**src/rtl/tail_tag_shim.sv**
```systemverilog
module tail_tag_shim #(
  parameter int NPORTS = 3,
  localparam int DEST_W = $clog2(NPORTS + 1),
  localparam int PORT_W = 3
) (
  input  logic              clk,
  input  logic              rst_n,
  input  logic              cfg_tag_en,
  input  logic              cfg_pass_all,
  output logic              pass_all_status,
  input  logic [7:0]        tx_in_data,
  input  logic              tx_in_valid,
  input  logic              tx_in_last,
  input  logic [DEST_W-1:0] tx_in_dest,
  output logic              tx_in_ready,
  output logic [7:0]        tx_out_data,
  output logic              tx_out_valid,
  output logic              tx_out_last,
  input  logic              tx_out_ready,
  input  logic [7:0]        rx_in_data,
  input  logic              rx_in_valid,
  input  logic              rx_in_last,
  output logic              rx_in_ready,
  output logic [7:0]        rx_out_data,
  output logic              rx_out_valid,
  output logic              rx_out_last,
  output logic [PORT_W-1:0] rx_out_port,
  input  logic              rx_out_ready,
  output logic              rx_err
);

  // transmit: append one-hot tag after the last data byte
  logic       tx_mid, tx_mode, tx_pend;
  logic [7:0] tx_tag, tag_next;
  logic       tx_en, tx_acc;

  assign tx_en        = tx_mid ? tx_mode : cfg_tag_en;
  assign tx_out_valid = tx_pend | tx_in_valid;
  assign tx_out_data  = tx_pend ? tx_tag : tx_in_data;
  assign tx_out_last  = tx_pend | (tx_in_last & ~tx_en);
  assign tx_in_ready  = ~tx_pend & tx_out_ready;
  assign tx_acc       = tx_in_valid & tx_in_ready;

  always_comb begin
    tag_next = '0;
    for (int i = 0; i < NPORTS; i++)
      if (tx_in_dest == DEST_W'(i)) tag_next[i] = 1'b1;
  end

  always_ff @(posedge clk or negedge rst_n) begin
    if (!rst_n) begin
      tx_mid  <= 1'b0;
      tx_mode <= 1'b0;
      tx_pend <= 1'b0;
      tx_tag  <= '0;
    end else begin
      if (tx_pend && tx_out_ready) tx_pend <= 1'b0;
      if (tx_acc) begin
        if (!tx_mid) tx_mode <= cfg_tag_en;
        tx_mid <= ~tx_in_last;
        if (tx_in_last && tx_en) begin
          tx_pend <= 1'b1;
          tx_tag  <= tag_next;
        end
      end
    end
  end

  assert_tag_follows_R2: assert property (@(posedge clk) disable iff (!rst_n)
    tx_acc && tx_in_last && tx_en |=> tx_out_valid && tx_out_last && !tx_in_ready);
  assert_tag_onehot_R3: assert property (@(posedge clk) disable iff (!rst_n)
    tx_pend |-> $onehot0(tx_out_data));
  assert_tag_stable_R10: assert property (@(posedge clk) disable iff (!rst_n)
    tx_pend && !tx_out_ready |=> tx_pend && $stable(tx_out_data));

  // receive: hold one byte back, strip trailing tag
  logic       rx_mid, rx_mode, rx_hold_vld;
  logic [7:0] rx_hold;
  logic       rx_en, rx_acc, rx_drop;

  assign rx_en        = rx_mid ? rx_mode : cfg_tag_en;
  assign rx_out_valid = rx_en ? (rx_hold_vld & rx_in_valid) : rx_in_valid;
  assign rx_out_data  = rx_en ? rx_hold : rx_in_data;
  assign rx_out_last  = rx_in_last;
  assign rx_out_port  = (rx_en & rx_in_last) ? rx_in_data[PORT_W-1:0] : '0;
  assign rx_in_ready  = rx_en ? (~rx_hold_vld | rx_out_ready) : rx_out_ready;
  assign rx_acc       = rx_in_valid & rx_in_ready;
  assign rx_drop      = rx_acc & rx_en & ~rx_hold_vld & rx_in_last;

  always_ff @(posedge clk or negedge rst_n) begin
    if (!rst_n) begin
      rx_mid      <= 1'b0;
      rx_mode     <= 1'b0;
      rx_hold_vld <= 1'b0;
      rx_hold     <= '0;
      rx_err      <= 1'b0;
    end else begin
      rx_err <= rx_drop;
      if (rx_acc) begin
        if (!rx_mid) rx_mode <= cfg_tag_en;
        rx_mid <= ~rx_in_last;
        if (rx_en) begin
          rx_hold_vld <= ~rx_in_last;
          rx_hold     <= rx_in_data;
        end
      end
    end
  end

  assert_drop_flags_R6: assert property (@(posedge clk) disable iff (!rst_n)
    rx_drop |=> rx_err);
  assert_drop_no_beat_R6: assert property (@(posedge clk) disable iff (!rst_n)
    rx_drop |-> !rx_out_valid);
  assert_hold_stable_R10: assert property (@(posedge clk) disable iff (!rst_n)
    rx_hold_vld && !rx_out_ready |=> $stable(rx_out_data));

  always_ff @(posedge clk or negedge rst_n) begin
    if (!rst_n) pass_all_status <= 1'b0;
    else        pass_all_status <= cfg_pass_all;
  end

  assert_status_lag_R9: assert property (@(posedge clk) disable iff (!rst_n)
    1'b1 |=> pass_all_status == $past(cfg_pass_all));

endmodule

```
**config.mk**
```make
export PLATFORM = sky130hd
export DESIGN_NAME = tail_tag_shim
export DESIGN_NICKNAME = d
export VERILOG_FILES = /design/src/rtl/tail_tag_shim.sv
export SDC_FILE = /design/constraint.sdc
export NUM_CORES = 1
export LEC_CHECK = 0
export BUFFER_PORTS_ARGS = -buffer_cell sky130_fd_sc_hd__buf_4
export CAP_MARGIN = 20
export CORE_MARGIN = 1
export CORE_UTILIZATION = 35
export DETAILED_ROUTE_END_ITERATION = 8
export GPL_ROUTABILITY_DRIVEN = 0
export PLACE_DENSITY = 0.69
export SLEW_MARGIN = 25
export SYNTH_ARGS = -nofsm -noshare
export SYNTH_HDL_FRONTEND = slang
export SYNTH_SLANG_ARGS = --single-unit
```
**constraint.sdc**
```tcl
create_clock -name clk -period 2 [get_ports clk]
set_input_delay 0.5 -clock clk [delete_from_list [all_inputs] [get_ports clk]]
set_output_delay 0.5 -clock clk [all_outputs]
set_load 0.1 [all_outputs]
```
* Word level (Yosys, flattened, before mapping)
Index checks and enable logic that the tools add are counted.
Storage, ports and cells: register bits 19, bits of input ports 28, output and inout bits 27, word-level logic and storage cells 47
Cells by class: equal/unequal tests 2, mux-type cells 13, bitwise operators 17, reductions and logical operators 5
Operator list (count):
- 8-bit two-way mux | 2
- 1-bit two-way mux | 10
- 1-bit AND | 9
- 1-bit NOT | 5
- 2-bit AND reduction | 2
- 3-bit two-way mux | 1
- 1-bit bitwise OR | 3
- 2-bit by 1-bit equality test with 1-bit output, second input constant | 1
- 2-bit equality test, second input constant | 1
- 1-bit logical AND | 2
- 2-bit logical NOT | 1

* Longest topological paths before layout
depth after elaboration 7, mapped depth 4

* Worst setup path after synthesis
OpenSTA, ideal clock, no wires.
path kind input -> output, from input cfg_tag_en, to output rx_out_valid, arrival 3.168 ns, required time 1.500 ns, path slack -1.668 ns, cell stages on the path 3, buffers on the path 1, path through mux2_4 -> buf_2 -> a21boi_0
Between the ends: cells in the longest elaborated chain, start to end 2
RTL lines:
- from (decl) | line 8 | input logic cfg_tag_en,
- 1-bit two-way mux
- 1-bit two-way mux | line 82 | assign rx_out_valid = rx_en ? (rx_hold_vld & rx_in_valid) : rx_in_valid;
- to (decl) | line 25 | output logic rx_out_valid,
Every way passes these cells.

* Worst setup path in the final report
from register rx_mid, to output rx_out_port[2]
Between the ends: cells in the longest elaborated chain, start to end 3
RTL lines:
- from (decl) | line 77 | logic rx_mid, rx_mode, rx_hold_vld;
- from (signal assigned) | line 101 | rx_mid <= ~rx_in_last;
- 1-bit two-way mux
- 1-bit AND | line 85 | assign rx_out_port = (rx_en & rx_in_last) ? rx_in_data[PORT_W-1:0] : '0;
- 3-bit two-way mux | line 85
- to (decl) | line 27 | output logic [PORT_W-1:0] rx_out_port,
Every way passes these cells.

==> impl_metrics.env <==
export IMPL_ys_types=25
export IMPL_max_cap_violations=0
export IMPL_startpoint_type="register"
export IMPL_hold_viol_final=0
export IMPL_crit_type="reg2out"
export IMPL_ys_warn_count=0
export IMPL_fin_crit_ns=2.04
export IMPL_grt_setup_unrepaired="yes"
export IMPL_track_usage=0.168
export IMPL_post_place_ws_ns=0.0483
export IMPL_grt_busiest_layer="met2"
export IMPL_violations="negative setup slack"
export IMPL_cts_root_buf="clkbuf_4"
export IMPL_tightest_slew_ns=0.415
export IMPL_final_common_cell="buf_4"
export IMPL_die_area_mm2=0.00312
export IMPL_ys_seq_elements=19
export IMPL_via_per_inst=5.11
export IMPL_status="finished with violations"
export IMPL_post_route_period_util=1.02
export IMPL_syn_inst=102
export IMPL_drive_gt1_frac=0.571
export IMPL_place_area_mm2=0.00149
export IMPL_rows=19
export IMPL_worstPathCellList="mux2_4, and3_1, buf_6"
export IMPL_instances_no_fill=192
export IMPL_core_area_mm2=0.00276
export IMPL_grt_first_pass_wirelength_mm=4.18
export IMPL_p_leak_nw=0.843
export IMPL_die_h_um=55.9
export IMPL_hold_path_class="in2async"
export IMPL_ctsHoldBuffers=0
export IMPL_nNetsFinal=190
export IMPL_required_ns=1.50
export IMPL_worst_path_buf_inv=1
export IMPL_p_sw_frac=0.538
export IMPL_start_util=0.368
export IMPL_dp_cells=186
export IMPL_slew_headroom=0.722
export IMPL_clk_pin_slew_ns=0.11
export IMPL_place_port_buffers=54
export IMPL_clock_fmax_ghz=0.490
export IMPL_wl_mm=2.62
export IMPL_drtAntennaViolNets=0
export IMPL_cts_buffer_depth=2
export IMPL_dr_pass1_iters=4
export IMPL_slowest_stage="dfrtp_2"
export IMPL_antenna_found_initial=0
export IMPL_cts_max_level=1
export IMPL_antenna_cells=0
export IMPL_grt_overflow=0
export IMPL_p_clk_frac=0.071
export IMPL_gr_usage_met1=0.204
export IMPL_clock_skew_ns=0.00168
export IMPL_final_cell_mix="buf_4 (43), nand2_1 (21), dfrtp_1 (17)"
export IMPL_grt_max_degree=20
export IMPL_internal_power_mw=1.30
export IMPL_die_x_um=55.9
export IMPL_syn_nets=130
export IMPL_area_growth_pct=68.5
export IMPL_cts_sinks=19
export IMPL_power_density_mw_per_mm2=1650
export IMPL_endpoint_kind="primary output"
export IMPL_seqPwrFrac=0.220
export IMPL_switchingPower_mw=1.52
export IMPL_cp_max_fo=8
export IMPL_ioPinCount=55
export IMPL_setup_slack_ns=-0.0403
export IMPL_final_area_mm2=0.00171
export IMPL_critPathTopFamily="flip-flops"
export IMPL_post_route_drc_count=0
export IMPL_drt_initial_drc_count=17
export IMPL_wl_per_cell_um=13.6
export IMPL_finalMaxSlewViolations=0
export IMPL_cts_tree="built"
export IMPL_use_met3=0.0349
export IMPL_grt_pass1_vias=963
export IMPL_comb_power_share=0.709
export IMPL_grt_util_met2=0.303
export IMPL_vias=982
export IMPL_syn_avg_cell_area_um2=9.96
export IMPL_slowest_delay_ns=0.47
export IMPL_cts_made_buffers=3
export IMPL_peakVddDrop_mv=1.29
export IMPL_clk_insertion_delay_late_ns=0.30
export IMPL_arrival_ns=1.54
export IMPL_syn_area_mm2=0.00102
export IMPL_ys_seq_area_frac=0.468
export IMPL_place_detailed_hpwl_mm=1.76
export IMPL_setup_viol=4
[path summary, 6_finish.rpt]
check	start	endpoint	slack, ns	depth (start not counted)
max	rx_mid$_DFFE_PN0N_	rx_out_port[2]	-0.04	3
min in group clk	cfg_pass_all	pass_all_status$_DFF_PN0_	0.30	1
max in group asynchronous	rst_n	tx_pend$_DFF_PN0_	1.73	1
max reg2reg	rx_mid$_DFFE_PN0N_	rx_hold[7]$_DFFE_PN0P_	0.34	4
min reg2reg	rx_hold[4]$_DFFE_PN0P_	rx_hold[4]$_DFFE_PN0P_	0.52	1
min	rst_n	rx_hold[3]$_DFFE_PN0P_	0.05	1
[through the flow]
stage	util	power, mW	setup TNS (ns)	hold slack, ns
after floorplan	-	1.93	-2.90	0.204
after detailed placement	0.539	2.26	0	0.390
after global routing	0.621	2.94	-0.797	0.0531
after global placement	0.539	2.24	0	0.386
final	0.621	2.82	-0.112	0.0532
after CTS	0.597	2.71	-0.260	0.0539
[synth_stat cells]
cell type	count	area share
a211o_1	1	0.0086
a21boi_0	1	0.0074
a21o_1	1	0.0074
and3_1	3	0.018
and4_1	1	0.0086
buf_2	1	0.0049
buf_4	1	0.0074
clkbuf_1	1	0.0037
dfrtp_1	19	0.47
inv_1	4	0.015
mux2_2	12	0.13
mux2_4	1	0.015
mux2i_1	2	0.020
mux2i_2	1	0.014
nand2_1	30	0.11
nand3b_1	1	0.0074
nand4b_1	1	0.0086
nor2_1	2	0.0074
nor2b_1	7	0.043
nor4b_1	1	0.0086
o211ai_4	1	0.021
o21ai_0	5	0.025
o22ai_1	1	0.0062
o41ai_1	3	0.026
or2_2	1	0.0062
[what timing repair did]
action                                  CTS  global route
endpoints found under the setup margin   15            13
gates resized for setup                  30            14
setup buffers                             1             0
cloned                                    1             0
endpoints found under the hold margin     0             0
pin swaps                                 2             2
[registers in the layout (all words and copies together), names as in the netlist]
signal           flops
tx_mode              1
tx_tag               3
rx_mode              1
tx_pend              1
pass_all_status      1
rx_mid               1
tx_mid               1
rx_hold              8
rx_err               1
rx_hold_vld          1
[area by class of cell]
type | instances | area (um^2)
Clock buffer | 4 | 26.3
Fill cell | 238 | 1050
Inverter | 4 | 15.0
Multi-Input combinational cell | 77 | 568
Sequential cell | 19 | 478
Tap cell | 31 | 38.8
Timing Repair Buffer | 57 | 586
[per-layer routing]
| metal | wire length [um] | share of wire |
|---|---|---|
| met1 | 1040 | 0.40 |
| met2 | 1310 | 0.50 |
| met3 | 240 | 0.092 |
| met4 | 21 | 0.0080 |
| met5 | 0 | 0 |
[kinds of logic after synthesis]
family,Yosys count,synth area share
AND/OR/NAND/NOR,47,0.219
flip-flops,19,0.468
multiplexers,16,0.181
AO/OA/AOI/OAI,13,0.101
buffers and inverters,7,0.0308
[power by group through the flow]
stage / combinational (mW) / sequential (mW) / clock (mW)
finish: 2.00 / 0.621 / 0.199
global route: 2.08 / 0.637 / 0.224
CTS: 1.89 / 0.618 / 0.205
detailed placement: 1.64 / 0.620 / 0
global placement: 1.63 / 0.611 / 0
floorplan: 1.32 / 0.615 / 0
No activity file was read; power rests on OpenSTA's default activity.
